===== src/rtl/uart_rxb_pkg.sv =====
package uart_rxb_pkg;

    localparam int unsigned RXB_DEPTH  = 16;
    localparam int unsigned RXB_DATA_W = 8;

    typedef enum logic {
        MODE_CHAR = 1'b0,
        MODE_FIFO = 1'b1
    } rxb_mode_e;

    typedef struct packed {
        logic full;
        logic empty;
        logic irq;
    } rxb_flags_t;

    localparam rxb_flags_t RXB_FLAGS_RESET = '{full: 1'b0, empty: 1'b1, irq: 1'b0};

endpackage


===== src/rtl/rxb_storage.sv =====
module rxb_storage #(
    parameter int unsigned DEPTH  = 16,
    parameter int unsigned DATA_W = 8,
    localparam int unsigned PTR_W = $clog2(DEPTH)
) (
    input  logic              clk,
    input  logic              rst,
    input  logic              we,
    input  logic [PTR_W-1:0]  wr_slot,
    input  logic [DATA_W-1:0] wr_data,
    input  logic [PTR_W-1:0]  rd_ptr,
    output logic [DATA_W-1:0] rd_data
);

    logic [DATA_W-1:0] mem [DEPTH];
    logic [DEPTH-1:0]  hit;

    // one-hot write decode, one lane per slot
    for (genvar g = 0; g < DEPTH; g++) begin : g_dec
        assign hit[g] = we && (wr_slot == PTR_W'(g));
    end

    always_ff @(posedge clk) begin
        for (int i = 0; i < DEPTH; i++) begin
            if (rst) begin
                mem[i] <= '0;
            end else if (hit[i]) begin
                mem[i] <= wr_data;
            end
        end
    end

    assign rd_data = mem[rd_ptr];

endmodule


===== src/rtl/rxb_occupancy.sv =====
module rxb_occupancy #(
    parameter int unsigned DEPTH = 16,
    localparam int unsigned PTR_W = $clog2(DEPTH),
    localparam int unsigned CNT_W = $clog2(DEPTH + 1)
) (
    input  logic             clk,
    input  logic             rst,
    input  logic             flush,
    input  logic             pop,
    input  logic             push,
    output logic [PTR_W-1:0] ptr_q,
    output logic [CNT_W-1:0] cnt_q,
    output logic [CNT_W-1:0] cnt_p,
    output logic [CNT_W-1:0] cnt_n,
    output logic [PTR_W-1:0] wr_slot,
    output logic             accept,
    output logic             drop
);

    localparam int unsigned SUM_W = CNT_W + 1;
    localparam logic [CNT_W-1:0] DEPTH_C  = CNT_W'(DEPTH);
    localparam logic [PTR_W-1:0] LAST_PTR = PTR_W'(DEPTH - 1);
    localparam logic [SUM_W-1:0] DEPTH_S  = SUM_W'(DEPTH);

    logic [CNT_W-1:0] cnt_f;
    logic [PTR_W-1:0] ptr_f, ptr_p;
    logic             pop_eff;
    logic [SUM_W-1:0] sum_raw, sum_wrap;

    // order inside a cycle: flush, then pop, then push
    always_comb begin
        cnt_f   = flush ? '0 : cnt_q;
        ptr_f   = flush ? '0 : ptr_q;
        pop_eff = pop && (cnt_f != '0);
        cnt_p   = pop_eff ? cnt_f - 1'b1 : cnt_f;
        if (pop_eff) begin
            ptr_p = (ptr_f == LAST_PTR) ? '0 : ptr_f + 1'b1;
        end else begin
            ptr_p = ptr_f;
        end
        accept   = push && (cnt_p != DEPTH_C);
        drop     = push && !accept;
        sum_raw  = SUM_W'(ptr_p) + SUM_W'(cnt_p);
        sum_wrap = (sum_raw >= DEPTH_S) ? sum_raw - DEPTH_S : sum_raw;
        wr_slot  = sum_wrap[PTR_W-1:0];
        cnt_n    = cnt_p + CNT_W'(accept);
    end

    always_ff @(posedge clk) begin
        if (rst) begin
            ptr_q <= '0;
            cnt_q <= '0;
        end else begin
            ptr_q <= ptr_p;
            cnt_q <= cnt_n;
        end
    end

endmodule


===== src/rtl/rxb_status.sv =====
module rxb_status
    import uart_rxb_pkg::*;
#(
    parameter int unsigned DEPTH = 16,
    localparam int unsigned CNT_W = $clog2(DEPTH + 1)
) (
    input  logic             clk,
    input  logic             rst,
    input  logic             pop,
    input  logic             accept,
    input  logic             drop,
    input  logic             cfg_touch,
    input  logic             fifo_mode,
    input  logic [CNT_W-1:0] cnt_p,
    input  logic [CNT_W-1:0] cnt_n,
    output rxb_flags_t       flags_q,
    output logic             ovf_q
);

    localparam logic [CNT_W-1:0] DEPTH_C = CNT_W'(DEPTH);
    localparam logic [CNT_W-1:0] TRIG_RST = CNT_W'(1);

    logic [CNT_W-1:0] trig_q, trig_e, trig_m1;
    rxb_flags_t       flags_d;

    always_comb begin
        trig_e  = cfg_touch ? TRIG_RST : trig_q;
        trig_m1 = trig_e - 1'b1;
        flags_d = flags_q;
        if (pop) begin
            flags_d.full = 1'b0;
            if (cnt_p == '0) begin
                flags_d.empty = 1'b1;
            end
            if (cnt_p == trig_m1) begin
                flags_d.irq = 1'b0;
            end
        end
        if (accept) begin
            flags_d.empty = 1'b0;
            if (!fifo_mode || (cnt_n == DEPTH_C)) begin
                flags_d.full = 1'b1;
            end
            if (cnt_n >= trig_e) begin
                flags_d.irq = 1'b1;
            end
        end
    end

    always_ff @(posedge clk) begin
        if (rst) begin
            trig_q  <= TRIG_RST;
            flags_q <= RXB_FLAGS_RESET;
            ovf_q   <= 1'b0;
        end else begin
            trig_q  <= trig_e;
            flags_q <= flags_d;
            ovf_q   <= drop;
        end
    end

endmodule


===== src/rtl/uart_rx_buffer.sv =====
module uart_rx_buffer
    import uart_rxb_pkg::*;
#(
    parameter int unsigned DEPTH  = RXB_DEPTH,
    parameter int unsigned DATA_W = RXB_DATA_W,
    localparam int unsigned PTR_W = $clog2(DEPTH),
    localparam int unsigned CNT_W = $clog2(DEPTH + 1)
) (
    input  logic              clk,
    input  logic              rst,
    input  logic              in_valid,
    input  logic [DATA_W-1:0] in_byte,
    input  logic              pop,
    input  logic              cfg_wr_mode,
    input  logic              cfg_mode_val,
    input  logic              cfg_wr_level,
    output logic [DATA_W-1:0] head_data,
    output logic              full_flag,
    output logic              empty_flag,
    output logic [CNT_W-1:0]  free_space,
    output logic              rx_irq,
    output logic              overflow
);

    localparam logic [CNT_W-1:0] DEPTH_C = CNT_W'(DEPTH);

    rxb_mode_e        mode_q;
    logic             flush, fifo_mode, cfg_touch;
    logic [PTR_W-1:0] ptr_q, wr_slot;
    logic [CNT_W-1:0] cnt_q, cnt_p, cnt_n;
    logic             accept, drop;
    rxb_flags_t       flags;

    assign flush     = cfg_wr_mode && (rxb_mode_e'(cfg_mode_val) != mode_q);
    assign fifo_mode = cfg_wr_mode ? cfg_mode_val : (mode_q == MODE_FIFO);
    assign cfg_touch = cfg_wr_mode || cfg_wr_level;

    always_ff @(posedge clk) begin
        if (rst) begin
            mode_q <= MODE_CHAR;
        end else if (cfg_wr_mode) begin
            mode_q <= rxb_mode_e'(cfg_mode_val);
        end
    end

    rxb_occupancy #(.DEPTH(DEPTH)) u_occ (
        .clk     (clk),
        .rst     (rst),
        .flush   (flush),
        .pop     (pop),
        .push    (in_valid),
        .ptr_q   (ptr_q),
        .cnt_q   (cnt_q),
        .cnt_p   (cnt_p),
        .cnt_n   (cnt_n),
        .wr_slot (wr_slot),
        .accept  (accept),
        .drop    (drop)
    );

    rxb_storage #(.DEPTH(DEPTH), .DATA_W(DATA_W)) u_mem (
        .clk     (clk),
        .rst     (rst),
        .we      (accept),
        .wr_slot (wr_slot),
        .wr_data (in_byte),
        .rd_ptr  (ptr_q),
        .rd_data (head_data)
    );

    rxb_status #(.DEPTH(DEPTH)) u_stat (
        .clk       (clk),
        .rst       (rst),
        .pop       (pop),
        .accept    (accept),
        .drop      (drop),
        .cfg_touch (cfg_touch),
        .fifo_mode (fifo_mode),
        .cnt_p     (cnt_p),
        .cnt_n     (cnt_n),
        .flags_q   (flags),
        .ovf_q     (overflow)
    );

    assign full_flag  = flags.full;
    assign empty_flag = flags.empty;
    assign rx_irq     = flags.irq;
    assign free_space = DEPTH_C - cnt_q;

endmodule


===== config.mk =====
export PLATFORM = sky130hd
export DESIGN_NAME = uart_rx_buffer
export DESIGN_NICKNAME = d
export VERILOG_FILES = /design/src/rtl/uart_rxb_pkg.sv /design/src/rtl/rxb_storage.sv /design/src/rtl/rxb_occupancy.sv /design/src/rtl/rxb_status.sv /design/src/rtl/uart_rx_buffer.sv
export SDC_FILE = /design/constraint.sdc
export NUM_CORES = 1
export LEC_CHECK = 0
export ABC_AREA = 1
export BUFFER_PORTS_ARGS = -buffer_cell sky130_fd_sc_hd__buf_2
export CAP_MARGIN = 10
export CORE_MARGIN = 1
export CORE_UTILIZATION = 50
export DETAILED_ROUTE_END_ITERATION = 10
export PLACE_DENSITY = 0.7
export SETUP_SLACK_MARGIN = 0.5
export SYNTH_ARGS = -nofsm -noshare
export SYNTH_HDL_FRONTEND = slang
export SYNTH_HIERARCHICAL = 1
export SYNTH_SLANG_ARGS = --single-unit

===== constraint.sdc =====
create_clock -name clk -period 11.2 [get_ports clk]
set_input_delay 0.56 -clock clk [delete_from_list [all_inputs] [get_ports clk]]
set_output_delay 0.56 -clock clk [all_outputs]
set_load 0.05 [all_outputs]

Word level (Yosys, flattened, before mapping)
Memories as Yosys holds them, arrays and structs flattened. A register that Yosys moved wholly into a read port is not among the register bits.
Cells that the tools add are included.
- add/sub/neg operators: 7
- magnitude comparators: 2
- equality and inequality tests: 20
- multiplexer cells: 81
- bitwise gates (word level): 16
- reduce and logical (&&, ||, !) cells: 30
- operator list (cell ; count):
    $mux W8 ; 16
    $mux W1 ; 55
    $eq A4 B4 Y1 const B ; 9
    $logic_and A1 B1 Y1 ; 20
    $mux W4 ; 5
    $eq A4 B3 Y1 const B ; 4
    $or A1 B1 Y1 ; 16
    $mux W5 ; 3
    $sub A5 B1 Y5 const B ; 2
    $eq A4 B2 Y1 const B ; 2
    $add A4 B5 Y6 ; 1
    $ge A6 B5 Y1 const B ; 1
    $mux W3 ; 2
    $add A5 B1 Y5 ; 1
    $eq A5 B5 Y1 ; 1
    $eq A5 B5 Y1 const B ; 1
    $ge A5 B5 Y1 ; 1
    $logic_not A5 Y1 ; 1
    $ne A5 B5 Y1 const B ; 1
    $reduce_bool A5 Y1 ; 1
    $sub A5 B5 Y5 const A ; 1
    $add A4 B1 Y4 const B ; 1
    $eq A4 B1 Y1 const B ; 1
    $logic_not A4 Y1 ; 1
    other kinds (6) ; 9
- register bits: 19
- RAM bits: 128
- bits of input ports: 15
- word-level logic and storage cells: 165
- memories kept: 1
- memory list (memory ; depth ; bits a word ; read ports ; clocked after memory_dff ; write ports ; RTL line ; source):
    u_mem.mem ; 16 ; 8 ; 1 ; 1 ; 16 ; rxb_storage.sv:15 ; logic [DATA_W-1:0] mem [DEPTH];

Longest topological paths before layout
- depth after elaboration: 15
- gate-level depth with buffers: 26

Cells and area by module
The synthesis kept the hierarchy.
- modules (own cells, without submodules) (module ; instances ; cells an instance ; area an instance (um^2)):
    rxb_storage ; 1 ; 724 ; 6282.3
    rxb_occupancy ; 1 ; 144 ; 888.4
    rxb_status ; 1 ; 105 ; 665.6
    uart_rx_buffer ; 1 ; 27 ; 137.6

Worst setup path after synthesis
Ideal clock, no wire load.
- path type: input to register
- start: in cfg_mode_val
- end: mem u_mem.mem[12][0] (enable)
- setup time: 0.384 ns
- arrival time: 3.712 ns
- required time: 10.816 ns
- slack: 7.104 ns
- cell stages on the path: 16
- buffers on the path: 0
- path through: nand2_1 > nand2_1 > nor2_1 > inv_2 > nand2_2 > ha_1 > inv_1 > a21oi_4 > nand2_4 > nand3_1 > nand2_4 > ha_1 > fa_1 > xnor2_1 > nand2_1 > o21ai_0
- RTL lines (what ; RTL line ; source):
    start: declaration ; uart_rx_buffer.sv:15 ; input logic cfg_mode_val,
    end: declaration ; rxb_storage.sv:15 ;

==> key figures <==
Cells and area
  – Final #Nets: 1,043
  – Sequential cell area: between 4000 and 5000 um2
  – Layout cells sized above 1: 9.33%
  – Summed area of non-filler cells in the final layout: 8810 um2
  – Ant. Diodes: 0
  – Area of the multi-input gates: 2940 um2
  – Filler instances: about 1,400
  – Layout area overhead: 10.5%

Yosys
  – Flop and latch count out of synthesis: 147
  – Mean post-synth cell area: 7.97 um2
  – Number of enable-type register cells in the synthesized netlist: ~130
  – Post-synthesis instance total: roughly 1,000
  – Number of synthesis warnings: 6
  – Synth unique cells: 34
  – Most common flop cell mapped by yosys: edfxtp_1
  – Netlist area before placement: about 8000 um2
  – Sequential area share after synthesis: 53.0%
  – Asr flop ratio synth: 0%
  – Post-Syn Nets: 1,027

Routing
  – Vias per cell: about 5.1
  – Number of remaining DRC errors: 0
  – Detail-routed net length per standard cell: 15.7 um
  – Wire length on met1: 8.37 mm
  – Highest Signal Layer: met4
  – Detailed Route Iter0 Violations: 602
  – Post-DRT Antenna Nets: 0
  – Met3 routed wirelength: 1.33 mm
  – Via count: 6,368
  – Total wire length: 19.4 mm
  – Routed met2 length: 9.32 mm
  – Number of iterations in the first detailed-routing pass: 5

Floorplanning
  – Core box area: around 15,000 um2
  – Effective utilization at floorplan: 51.9%
  – Total I/O pin count: 32
  – Die outline height: about 130 um
  – Chip Width: 128 um
  – Die area: 16,500 um2
  – Site Rows: 45

Placement
  – Post-detail-place hpwl: roughly 13 mm
  – Post-DP Area: 8270 um2
  – Gpl congestion: between 0.9 and 1
  – Count of input and output buffers: 31

Timing
  – RSZ-0062 raised after global routing: no
  – Period Utilization, post-route: 40.0%
  – Fmax: 0.223 GHz
  – Summed negative setup slack over all endpoints: 0 ns
  – Post-layout min period: 4.48 ns
  – Final count of hold timing violations: 0
  – Number of failing setup endpoints in the final timing report: 0
  – Worst clock skew: 0.00694 ns
  – Relative max-transition margin: a little over 20%
  – Final Max Slew Viols: 0
  – Pin slew with the least headroom to its limit: 1.18 ns

Clocking
  – Number of levels in the clock H-tree: 4
  – TritonCTS clock tree: done
  – Clock Sink Count: 147
  – Cell at the root of the clock tree: clkbuf_16
  – Count of hold buffers inserted by post-cts repair: 0
  – Number of buffers inserted to repair setup after CTS: 0
  – Number of buffers between clock root and the deepest sink: 2
  – PostCTS Resize Cnt: 0
  – Number of buffers created by CTS: 17
  – Clock latency on the worst-skew pair: about 0.43 ns
  – CTS clock-pin slew for the worst setup and hold paths: 0.06 ns

Critical path
  – Worst-path cell with the longest stage delay: o21ai_0
  – Worst-path cell chain: nand2_1 -> nand2_1 -> nor2_1 -> inv_2 -> nand2_2 -> ha_1 -> inv_1 -> a21oi_4 -> nand2_4 -> nand3_1 -> nand2_4 -> ha_1 -> fa_1 -> xnor2_1 -> nand2_1 -> o21ai_0
  – Worst Path Buf+Inv: 2
  – Gate family responsible for the most delay along the worst path: compound AO/OA/AOI/OAI gates
  – Crit path largest cell delay: roughly 0.96 ns
  – Capture instance of the worst register-to-register path: u_mem/mem[6][1]$_SDFFCE_PN0P_
  – Worst-path fanout max: 8
  – FF-to-FF Start: mode_q$_SDFF_PP0_
  – Kind of critical path: register to register
  – Cell mode on critical path: nand2_1
  – Critical Path Sink Type: register
  – Startpoint types: register
  – Required time reported for the critical path endpoint: 11.24 ns
  – Worst r2r path cells: 16
  – Data arrival time of the critical path: 4.52 ns
  – Minimum setup slack among reg-to-reg paths: 6.72 ns

Hold path
  – Hold-critical path depth: 3
  – Tightest Hold Check Type: input pin to register
  – Startpoint of the worst hold path: cfg_mode_val
  – Worst hold path endpoint: mode_q$_SDFF_PP0_

Global route
  – GR Overflow Total: 0
  – Wire length of the first global-routing pass: between 30 and 40 mm
  – Maximum number of pins on one net before global-route repair: 66
  – Number of global-route vias before repair: about 5,900
  – Initial antenna violation count: 0
  – Total routing usage reported by global routing: between 20% and 30%

Power and ir drop
  – Worst vdd rail ir drop: about 0.14 mV
  – Power Dens Cells: 248 nW/um2
  – Net switching power of the design: approximately 930 uW
  – Lkg Pwr: approximately 0.0042 uW
  – Sequential cell fraction of total power: 34.1%
  – Internal Pwr Total: around 1300 uW
  – Combinational power share: between 40% and 50%
  – Clock power share: approximately a quarter
  – Share of total power consumed by net switching: 42.6%

Run status
  – Result of the run: complete, no violations

Job
  – Number of max-cap violations: 0
cells by family (layout without fill, tap and decap cells):
logic type	after synthesis	in the layout	share of synthesized area, %
buffers and inverters	212	241	10.2
DFF	147	147	53.0
AOI/OAI and AO/OA	28	28	2.18
adders and majority gates	12	12	1.98
xor gates and xnor gates	5	5	0.549
and+or+nand+nor	596	596	32.1
worst max path at each step:
| stage | start | end | slack, ns | cells past startpoint |
|---|---|---|---|---|
| after floorplan | cfg_mode_val | u_mem/mem[12][0]$_SDFFCE_PN0P_ | 7.10 | 16 |
| final | mode_q$_SDFF_PP0_ | u_mem/mem[6][1]$_SDFFCE_PN0P_ | 6.72 | 16 |
| after global routing | mode_q$_SDFF_PP0_ | u_mem/mem[7][5]$_SDFFCE_PN0P_ | 6.36 | 16 |
| after global placement | cfg_mode_val | u_mem/mem[12][1]$_SDFFCE_PN0P_ | 6.50 | 17 |
| after detailed placement | cfg_mode_val | u_mem/mem[7][7]$_SDFFCE_PN0P_ | 6.39 | 17 |
| after CTS | mode_q$_SDFF_PP0_ | u_mem/mem[6][2]$_SDFFCE_PN0P_ | 6.74 | 16 |
stage by stage:
step           utilization (%)  std cells  setup slack [ns]  hold WS [ns]  power, uW
4_1_cts                   57.3       1240              6.74         0.405       2190
3_5_place_dp              53.8       1208              6.39         0.459       1670
3_3_place_gp              53.8       1208              6.50         0.463       1650
2_1_floorplan                -       1000              7.10         0.452       1460
6_report                  57.3       1240              6.72         0.417       2190
5_1_grt                   57.3       1240              6.36         0.454       2320
cells in the final DEF, fill, tap and decap left out, types with 3 or more instances in the layout:
cell type and instances:
dfxtp_1 18, edfxtp_1 128, clkinv_2 9, a21oi_1 6, nand2_1 276, nand3_1 122
o21ai_0 17, buf_2 31, inv_1 170, ha_1 11, nor2_1 163, nand4_1 9
clkbuf_16 18, nand2_2 7, buf_4 4, xnor2_1 3, nand2_4 7
area by class of cell:
type                            instances  share of cell area [%]
Clock buffer                           21                    5.47
Clock inverter                         11                   0.682
Inverter                              174                    7.44
Multi-Input combinational cell        641                    33.3
Sequential cell                       147                    48.0
Tap cell                              211                    3.00
Timing Repair Buffer                   35                    2.10
routing by layer:
layer	global-route usage, %	vias up
met5	0	-
met4	10.7	0
met3	4.59	26
met2	41.4	225
met1	33.4	2952
li1	-	3165
power by group through the flow:
stage	clock, uW	sequential [uW]	combinational [uW]
5_1_grt	543	753	1030
2_1_floorplan	0	754	704
3_3_place_gp	0	754	901
3_5_place_dp	0	756	916
4_1_cts	522	745	920
6_report	517	745	925
worst reg2reg max path: cells and delay by family (launching register included):
family | cells | cell delay, ns
buffers and inverters | 2 | 0.24
XOR/XNOR | 1 | 0.52
flip-flops | 1 | 0.32
AO/OA/AOI/OAI | 2 | 1.11
adder cells (fa/ha/maj) | 3 | 0.78
AND/OR/NAND/NOR | 8 | 1.11
Yosys cell counts, types with 2 or more instances:
library cell / count / area, um2
nand2_4: 7 / 78.8
inv_1: 170 / 638
nor3_4: 2 / 32.5
nor3_1: 2 / 10.0
ha_1: 11 / 138
nor4_1: 2 / 12.5
buf_1: 2 / 7.51
o21ai_0: 17 / 85.1
nand3_1: 122 / 611
nand2_2: 7 / 43.8
nand4_1: 9 / 56.3
inv_2: 2 / 7.51
xor2_1: 2 / 17.5
a21oi_1: 6 / 30.0
clkbuf_1: 23 / 86.3
nand2_1: 276 / 1040
nor2_2: 2 / 12.5
buf_2: 13 / 65.1
xnor2_1: 3 / 26.3
dfxtp_1: 19 / 380
edfxtp_1: 128 / 3840
nor2_1: 163 / 612
sequential cells by signal, indices dropped and copies added (netlist names):
signal and count:
mode_q 1, u_mem/mem 128, u_occ/cnt_q 5, u_occ/ptr_q 4, u_stat/flags_q 3, u_stat/ovf_q 1
u_stat/trig_q 5
Note: power is estimated with default switching activity, not from simulation.
